--- src/rtl/gpio_bank_pkg.sv ---
package gpio_bank_pkg;

  localparam int BANK_PINS = 32;
  localparam int REG_W     = 32;

  localparam int OFS_IN    = 'h00;
  localparam int OFS_OUT   = 'h04;
  localparam int OFS_OE    = 'h08;
  localparam int OFS_TYPE  = 'h0C;
  localparam int OFS_DUAL  = 'h10;
  localparam int OFS_POL   = 'h14;
  localparam int OFS_MASK  = 'h18;
  localparam int OFS_RAW   = 'h1C;
  localparam int OFS_MSTAT = 'h20;
  localparam int OFS_CLR   = 'h24;
  localparam int OFS_PSEL  = 'h34;
  localparam int OFS_PEN   = 'h38;

  typedef logic [BANK_PINS-1:0] pinVec_t;

  typedef enum logic [3:0] {
    REG_NONE, REG_IN, REG_OUT, REG_OE, REG_TYPE, REG_DUAL, REG_POL,
    REG_MASK, REG_RAW, REG_MSTAT, REG_CLR, REG_PSEL, REG_PEN
  } regId_t;

  typedef struct packed {
    logic    wrOut;
    logic    wrOe;
    logic    wrType;
    logic    wrDual;
    logic    wrPol;
    logic    wrMask;
    logic    wrClr;
    logic    wrPullSel;
    logic    wrPullEn;
    pinVec_t wdata;
  } strobes_t;

  typedef struct packed {
    pinVec_t inVal;
    pinVec_t outVal;
    pinVec_t oeVal;
    pinVec_t typeVal;
    pinVec_t dualVal;
    pinVec_t polVal;
    pinVec_t maskVal;
    pinVec_t rawVal;
    pinVec_t pullSelVal;
    pinVec_t pullEnVal;
  } regView_t;

endpackage

--- src/rtl/gpio_pin_detect.sv ---
module gpio_pin_detect (
  input  logic cur,
  input  logic prev,
  input  logic levelMode,
  input  logic bothEdges,
  input  logic activeHigh,
  output logic hit
);
  logic rise;
  logic fall;

  always_comb begin
    rise = cur & ~prev;
    fall = ~cur & prev;
    if (levelMode)
      hit = activeHigh ? cur : ~cur;
    else if (bothEdges)
      hit = rise | fall;
    else
      hit = activeHigh ? rise : fall;
  end
endmodule

--- src/rtl/gpio_bank_ctrl.sv ---
module gpio_bank_ctrl
  import gpio_bank_pkg::*;
#(
  parameter int ADDR_W = 8
) (
  input  logic                busSel,
  input  logic                busWrite,
  input  logic [ADDR_W-1:0]   busAddr,
  input  logic [REG_W-1:0]    busWdata,
  input  regView_t            view,
  output strobes_t            strb,
  output logic [REG_W-1:0]    busRdata
);
  regId_t regId;
  logic   wrAcc;
  logic   rdAcc;
  pinVec_t rdSel;

  always_comb begin
    unique case (busAddr)
      ADDR_W'(OFS_IN):    regId = REG_IN;
      ADDR_W'(OFS_OUT):   regId = REG_OUT;
      ADDR_W'(OFS_OE):    regId = REG_OE;
      ADDR_W'(OFS_TYPE):  regId = REG_TYPE;
      ADDR_W'(OFS_DUAL):  regId = REG_DUAL;
      ADDR_W'(OFS_POL):   regId = REG_POL;
      ADDR_W'(OFS_MASK):  regId = REG_MASK;
      ADDR_W'(OFS_RAW):   regId = REG_RAW;
      ADDR_W'(OFS_MSTAT): regId = REG_MSTAT;
      ADDR_W'(OFS_CLR):   regId = REG_CLR;
      ADDR_W'(OFS_PSEL):  regId = REG_PSEL;
      ADDR_W'(OFS_PEN):   regId = REG_PEN;
      default:            regId = REG_NONE;
    endcase
  end

  assign wrAcc = busSel & busWrite;
  assign rdAcc = busSel & ~busWrite;

  always_comb begin
    strb           = '0;
    strb.wdata     = busWdata[BANK_PINS-1:0];
    strb.wrOut     = wrAcc && (regId == REG_OUT);
    strb.wrOe      = wrAcc && (regId == REG_OE);
    strb.wrType    = wrAcc && (regId == REG_TYPE);
    strb.wrDual    = wrAcc && (regId == REG_DUAL);
    strb.wrPol     = wrAcc && (regId == REG_POL);
    strb.wrMask    = wrAcc && (regId == REG_MASK);
    strb.wrClr     = wrAcc && (regId == REG_CLR);
    strb.wrPullSel = wrAcc && (regId == REG_PSEL);
    strb.wrPullEn  = wrAcc && (regId == REG_PEN);
  end

  always_comb begin
    unique case (regId)
      REG_IN:    rdSel = view.inVal;
      REG_OUT:   rdSel = view.outVal;
      REG_OE:    rdSel = view.oeVal;
      REG_TYPE:  rdSel = view.typeVal;
      REG_DUAL:  rdSel = view.dualVal;
      REG_POL:   rdSel = view.polVal;
      REG_MASK:  rdSel = view.maskVal;
      REG_RAW:   rdSel = view.rawVal;
      REG_MSTAT: rdSel = view.rawVal & view.maskVal;
      REG_PSEL:  rdSel = view.pullSelVal;
      REG_PEN:   rdSel = view.pullEnVal;
      default:   rdSel = '0;
    endcase
  end

  assign busRdata = rdAcc ? REG_W'(rdSel) : '0;
endmodule

--- src/rtl/gpio_bank_datapath.sv ---
module gpio_bank_datapath
  import gpio_bank_pkg::*;
#(
  parameter int SYNC_STAGES = 2
) (
  input  logic     clk,
  input  logic     rstN,
  input  strobes_t strb,
  input  pinVec_t  padIn,
  output regView_t view,
  output pinVec_t  padOut,
  output pinVec_t  padOe,
  output pinVec_t  padPullEn,
  output pinVec_t  padPullSel,
  output logic     irqOut
);
  pinVec_t syncChain [SYNC_STAGES];
  pinVec_t syncVal;
  pinVec_t prevVal;
  pinVec_t outReg, oeReg, typeReg, dualReg, polReg, maskReg;
  pinVec_t rawReg, pullSelReg, pullEnReg;
  pinVec_t hitVec;
  pinVec_t clrVec;

  for (genvar s = 0; s < SYNC_STAGES; s++) begin : g_sync
    if (s == 0) begin : g_first
      always_ff @(posedge clk or negedge rstN)
        if (!rstN) syncChain[s] <= '0;
        else       syncChain[s] <= padIn;
    end else begin : g_next
      always_ff @(posedge clk or negedge rstN)
        if (!rstN) syncChain[s] <= '0;
        else       syncChain[s] <= syncChain[s-1];
    end
  end

  assign syncVal = syncChain[SYNC_STAGES-1];

  always_ff @(posedge clk or negedge rstN)
    if (!rstN) prevVal <= '0;
    else       prevVal <= syncVal;

  for (genvar p = 0; p < BANK_PINS; p++) begin : g_pin
    gpio_pin_detect u_det (
      .cur        (syncVal[p]),
      .prev       (prevVal[p]),
      .levelMode  (typeReg[p]),
      .bothEdges  (dualReg[p]),
      .activeHigh (polReg[p]),
      .hit        (hitVec[p])
    );
  end

  always_ff @(posedge clk or negedge rstN) begin
    if (!rstN) begin
      outReg     <= '0;
      oeReg      <= '0;
      typeReg    <= '0;
      dualReg    <= '0;
      polReg     <= '0;
      maskReg    <= '0;
      pullSelReg <= '0;
      pullEnReg  <= '0;
    end else begin
      if (strb.wrOut)     outReg     <= strb.wdata;
      if (strb.wrOe)      oeReg      <= strb.wdata;
      if (strb.wrType)    typeReg    <= strb.wdata;
      if (strb.wrDual)    dualReg    <= strb.wdata;
      if (strb.wrPol)     polReg     <= strb.wdata;
      if (strb.wrMask)    maskReg    <= strb.wdata;
      if (strb.wrPullSel) pullSelReg <= strb.wdata;
      if (strb.wrPullEn)  pullEnReg  <= strb.wdata;
    end
  end

  assign clrVec = strb.wrClr ? strb.wdata : '0;

  // a new hit overrides a clear of the same bit
  always_ff @(posedge clk or negedge rstN)
    if (!rstN) rawReg <= '0;
    else       rawReg <= (rawReg & ~clrVec) | hitVec;

  always_ff @(posedge clk or negedge rstN)
    if (!rstN) irqOut <= 1'b0;
    else       irqOut <= |(rawReg & maskReg);

  always_comb begin
    view.inVal      = syncVal;
    view.outVal     = outReg;
    view.oeVal      = oeReg;
    view.typeVal    = typeReg;
    view.dualVal    = dualReg;
    view.polVal     = polReg;
    view.maskVal    = maskReg;
    view.rawVal     = rawReg;
    view.pullSelVal = pullSelReg;
    view.pullEnVal  = pullEnReg;
  end

  assign padOut     = outReg;
  assign padOe      = oeReg;
  assign padPullEn  = pullEnReg;
  assign padPullSel = pullSelReg;
endmodule

--- src/rtl/gpio_irq_bank.sv ---
module gpio_irq_bank
  import gpio_bank_pkg::*;
#(
  parameter int ADDR_W      = 8,
  parameter int SYNC_STAGES = 2
) (
  input  logic              clk,
  input  logic              rstN,
  input  logic              busSel,
  input  logic              busWrite,
  input  logic [ADDR_W-1:0] busAddr,
  input  logic [31:0]       busWdata,
  output logic [31:0]       busRdata,
  input  logic [31:0]       padIn,
  output logic [31:0]       padOut,
  output logic [31:0]       padOe,
  output logic [31:0]       padPullEn,
  output logic [31:0]       padPullSel,
  output logic              irqOut
);
  strobes_t strb;
  regView_t regView;

  gpio_bank_ctrl #(.ADDR_W(ADDR_W)) u_ctrl (
    .busSel   (busSel),
    .busWrite (busWrite),
    .busAddr  (busAddr),
    .busWdata (busWdata),
    .view     (regView),
    .strb     (strb),
    .busRdata (busRdata)
  );

  gpio_bank_datapath #(.SYNC_STAGES(SYNC_STAGES)) u_dp (
    .clk        (clk),
    .rstN       (rstN),
    .strb       (strb),
    .padIn      (padIn),
    .view       (regView),
    .padOut     (padOut),
    .padOe      (padOe),
    .padPullEn  (padPullEn),
    .padPullSel (padPullSel),
    .irqOut     (irqOut)
  );
endmodule

--- config.mk ---
export PLATFORM = sky130hd
export DESIGN_NAME = gpio_irq_bank
export DESIGN_NICKNAME = d
export VERILOG_FILES = /design/src/rtl/gpio_bank_pkg.sv /design/src/rtl/gpio_pin_detect.sv /design/src/rtl/gpio_bank_ctrl.sv /design/src/rtl/gpio_bank_datapath.sv /design/src/rtl/gpio_irq_bank.sv
export SDC_FILE = /design/constraint.sdc
export NUM_CORES = 1
export LEC_CHECK = 0
export ABC_AREA = 1
export BUFFER_PORTS_ARGS = -buffer_cell sky130_fd_sc_hd__buf_2
export CAP_MARGIN = 20
export CELL_PAD_IN_SITES_DETAIL_PLACEMENT = 1
export CELL_PAD_IN_SITES_GLOBAL_PLACEMENT = 1
export CORE_UTILIZATION = 48
export DETAILED_ROUTE_END_ITERATION = 10
export GPL_ROUTABILITY_DRIVEN = 0
export HOLD_SLACK_MARGIN = 0.15
export PLACE_DENSITY_LB_ADDON = 0.1
export REMOVE_ABC_BUFFERS = 1
export SLEW_MARGIN = 20
export SYNTH_ARGS = -nofsm -noshare
export SYNTH_HDL_FRONTEND = slang
export SYNTH_SLANG_ARGS = --single-unit
--- constraint.sdc ---
create_clock -name clk -period 2 [get_ports clk]
set_input_delay 0.1 -clock clk [delete_from_list [all_inputs] [get_ports clk]]
set_output_delay 0.1 -clock clk [all_outputs]
set_load 0.02 [all_outputs]
Yosys cells after proc, flatten, opt, wreduce, memory -nomap -nowiden. Cells that the tools add are included. W data, S select, Z words.

Bitwise logic cells: 167. Equal/unequal tests: 23. Reduce and logical (&&, ||, !) cells: 11. Muxes and demuxes: 132.

Operators with widths (number): $pmux W32 S11 (1); $mux W1 (128); $and A1 B1 Y1 (66); $not A1 Y1 (65); $and A32 B32 Y32 (2); $mux W32 (2); $pmux W4 S12 (1); $eq A8 B5 Y1 const B (4); $eq A8 B6 Y1 const B (4); $not A32 Y32 (1); $or A1 B1 Y1 (32); $or A32 B32 Y32 (1); $reduce_or A32 Y1 (1); $eq A4 B4 Y1 const B (5); $eq A4 B3 Y1 const B (4); $eq A8 B4 Y1 const B (2); $logic_and A1 B1 Y1 (9); $eq A4 B2 Y1 const B (2); $eq A8 B3 Y1 const B (1); $logic_not A8 Y1 (1); $eq A4 B1 Y1 const B (1).

Word-level logic and storage cells: 346. Output and inout port bits: 161. Bits in registers: 385. Input bits: 76.

Longest topological paths before layout.
Word-level depth: 8. Depth in mapped cells: 11. Gate-level depth less buffers: 9.

By module. From an unflattened synthesis, not the netlist that was laid out.

Cell total of the unflattened synthesis: 2205. Area total of the unflattened synthesis: 22265.1 µm².

By module, submodules not included: gpio_bank_datapath (cells an instance 963, sequential area each 9634.2 µm², times used 1, area each 15801.4 µm²); gpio_bank_ctrl (cells an instance 762, sequential area each 0.0 µm², times used 1, area each 3741.1 µm²); gpio_pin_detect (cells an instance 15, sequential area each 0.0 µm², times used 32, area each 85.1 µm²).

Least setup slack after synthesis. Ideal clock, no wire load.

Path kind: input -> output. From: in busAddr[1]. To: out busRdata[7]. Path buffers: 1. Arrival time: 1.271 ns. Setup slack: 0.629 ns. Cell stages on the path: 10. Cells stage by stage: nor2_4 -> nand3_4 -> nor2_8 -> inv_4 -> buf_6 -> nor2_1 -> nor2_1 -> nand2_1 -> nor2_1 -> nor2_1.

Cells in the longest elaborated chain, start to end: 5.

RTL lines: start, declared (RTL line gpio_irq_bank.sv:11) `input logic [ADDR_W-1:0] busAddr,`; $eq A8 B6 Y1, or another cell as far along (RTL line gpio_bank_ctrl.sv:20) `unique case (busAddr)`; $pmux W4 S12 * (RTL line gpio_bank_ctrl.sv:20); $eq A4 B4 Y1, or another cell as far along (RTL line gpio_bank_ctrl.sv:55) `unique case (regId)`; $pmux W32 S11 * (RTL line gpio_bank_ctrl.sv:55); $mux W32 * (RTL line gpio_bank_ctrl.sv:71) `assign busRdata = rdAcc ? REG_W'(rdSel) : '0;`; end, declared (RTL line gpio_irq_bank.sv:13) `output logic [31:0] busRdata,`.

Every way passes the cells marked *; elsewhere a longest branch is shown, timed or not.

Final worst setup path.
From: in busAddr[6]. To: out busRdata[3].

Same word-level chain as after synthesis.

==> results.ini <==
[status]
outcome = finished clean

[sta]
slew_viol_final = 0
finalCritPeriodShare = 0.9532
finalHoldViolCount = 0
slew_headroom = 0.5866
rsz0062_at_grt = false
setup_tns_ns = 0
setup_viol = 0
clock_skew_ns = 0.01484
fmax_mhz = 524.5
whs_ns = 0.1791
period_needed_ns = 1.906
worst_pin_slew_ns = 0.6200

[synthesis]
synthCells = 2369
synthFlopType = dfrtp_1
yosysSeqAreaShare = 0.4881
syn_avg_cell_area_um2 = 8.332
ys_ff_latch = 385
synth_area_um2 = 19740
yosys_warnings = 0
synth_edf_count = 0
synth_cell_types = 33
async_flop_share = 1.000

[final_layout]
regArea_um2 = 9635
final_cell_mix = nand2_1 (592), dfrtp_1 (384), o21ai_0 (235), buf_2 (235), inv_1 (200)
design_area_um2 = 23260
final_nets = 2716
fill_cells = 4840
stdcell_count = 3136
layout_commonest_cell = nand2_1
syn_to_final_growth_pct = 17.85
layout-drive-gt1-share = 0.1739
finish.utilization = 0.5788
multi_input_area_um2 = 7815

[placement]
dp.cells = 2970
placed_area_um2 = 20900
place_hpwl_um = 43260
portBuffers = 236

[clock_tree]
clock_latency_ns = 0.58
cts_sinks = 385
path_clk_slew_ns = 0.06
htree_levels = 2
cts_tree = built
numCtsBuffers = 44
root_buffer = clkbuf_16
cts.path.max_buffers = 3

[worst_hold_path]
min_path_type = primary input to flop
min_to = u_dp.syncChain[42]
holdCritStartpoint = padIn[10]
holdPathStages = 2

[worst_setup_path]
crit_fanout = 14
crit_arrival_ns = 1.81
critPathKind = primary input to output port
endpoint_kind = output port
reg2regPathDepth = 5
r2r_slack_ns = 0.47
worstReg2RegEnd = u_dp.irqOut
worst_ep_required_time_ns = 1.90
start_kind = primary input
reg2reg_from = u_dp.maskReg[13]

[power_and_ir_drop]
power_leakage_nw = 11.55
vdd_drop_max_uv = 711.5
p_per_area_nw_per_um2 = 772.7

[job]
drv_cap = 0

[route]
via_per_inst = 5.599
num_vias = 17560
firstDrtPassIters = 6
wirelength_um = 67380
drc = 0
ant_nets = 0
drtIter0Drc = 1200
routedWlPerCell_um = 21.48

[floorplan]
die_x_um = 204.8
dieHeight_um = 204.8
core-area_um2 = 40190
start_util = 0.4912
ios = 237
dieArea_um2 = 41940
rows = 73

[global_route]
grt_pass1_vias = 18669
overflow = 0
grt_max_degree = 75
track_usage = 0.3290
antenna_found_initial = 1
grt_pass1_wl_um = 106200

state kept, by name, indices dropped and copies added (netlist names):
register	cells
u_dp.dualReg	32
u_dp.maskReg	32
u_dp.padOe	32
u_dp.padOut	32
u_dp.padPullEn	32
u_dp.padPullSel	32
u_dp.polReg	32
u_dp.prevVal	32
u_dp.rawReg	32
u_dp.syncChain	32
u_dp.syncVal	32
u_dp.typeReg	32
u_dp.irqOut	1
critical path, stage by stage:
cell	delay (ns)
buf_2	0.12
inv_2	0.07
nand2_4	0.12
nor2_2	0.21
nand2_4	0.20
buf_4	0.27
o21ai_1	0.20
inv_1	0.07
nand3_1	0.07
nor2_1	0.05
nor2_1	0.12
buf_2	0.19
layer usage:
metal	vias up	GRT usage	share of wire
met5	-	0	0
met4	0	0.1245	0.032
met3	147	0.03913	0.051
met2	535	0.5508	0.49
met1	8890	0.4359	0.43
li1	7988	-	-
power by group:
group / switching (mW) / internal (mW)
Clock: 3.35 / 4.98
Sequential: 0.239 / 8.04
Combinational: 0.864 / 0.495
area by class of cell:
cell class	instances	share of cell area
repair buffers	389	0.1231
flip-flops and latches	385	0.4142
diodes	1	0.0001076
inverters	212	0.03432
well taps	525	0.02824
clock buffers	71	0.05954
clock inverters	9	0.004572
multi-input cells	1544	0.3360
cells in the mapped netlist, types with 2 or more instances:
| cell | instances | area, µm² |
|---|---|---|
| nand2_1 | 592 | 2222 |
| dfrtp_1 | 385 | 9634 |
| o21ai_0 | 235 | 1176 |
| inv_1 | 200 | 750.7 |
| nand3_1 | 165 | 825.8 |
| nor2_1 | 160 | 600.6 |
| buf_4 | 136 | 1021 |
| o21ai_1 | 130 | 650.6 |
| ha_1 | 64 | 800.8 |
| nand4_1 | 54 | 337.8 |
| a21oi_1 | 46 | 230.2 |
| buf_2 | 41 | 205.2 |
| clkbuf_1 | 36 | 135.1 |
| mux2_2 | 18 | 202.7 |
| o211ai_1 | 17 | 127.6 |
| nand3_2 | 13 | 130.1 |
| xor2_1 | 13 | 113.9 |
| buf_6 | 12 | 135.1 |
| inv_2 | 11 | 41.29 |
| nor2_4 | 8 | 90.09 |
| nand2_2 | 6 | 37.54 |
| nand2_4 | 5 | 56.30 |
| nand3b_1 | 4 | 30.03 |
| nor2_2 | 4 | 25.02 |
| nand3_4 | 3 | 52.55 |
| buf_1 | 2 | 7.510 |
| nor2_8 | 2 | 40.04 |
| nor4_1 | 2 | 12.51 |
logic make-up after synthesis:
kind of cell    Yosys count  synth area share
simple gates           1020            0.2265
buf+inv                 440            0.1176
compound gates          428            0.1107
flops                   385            0.4881
fa+ha+maj                64           0.04057
mux                      18           0.01027
xor+xnor                 14          0.006212
what timing repair did:
item                                    in CTS  in global routing
hold endpoints to repair                   705                  0
resized for setup                            0                  4
endpoints found under the setup margin       0                  4
buffers inserted                             0                  3
hold buffers                                82                  0
how the worst max path moves through the flow:
stage / slack, ns / from / to / cells after the start
2_1_floorplan: -0.80 / busAddr[5] / u_dp.polReg[22] / 5
3_3_place_gp: 0.15 / busAddr[1] / busRdata[6] / 13
3_5_place_dp: 0.07 / busAddr[1] / busRdata[10] / 11
4_1_cts: 0.02 / u_dp.syncVal[28] / busRdata[28] / 7
5_1_grt: 0.002 / busAddr[6] / busRdata[3] / 12
6_report: 0.09 / busAddr[6] / busRdata[3] / 12
stage by stage:
stage               setup slack (ns)  power, mW
floorplan                    -0.7958      8.898
global placement              0.1532      9.551
detailed placement           0.07205      9.621
CTS                          0.02458      18.09
global route                0.001788      18.58
finish                       0.09360      17.97
Note: power is estimated with default switching activity, not from simulation.
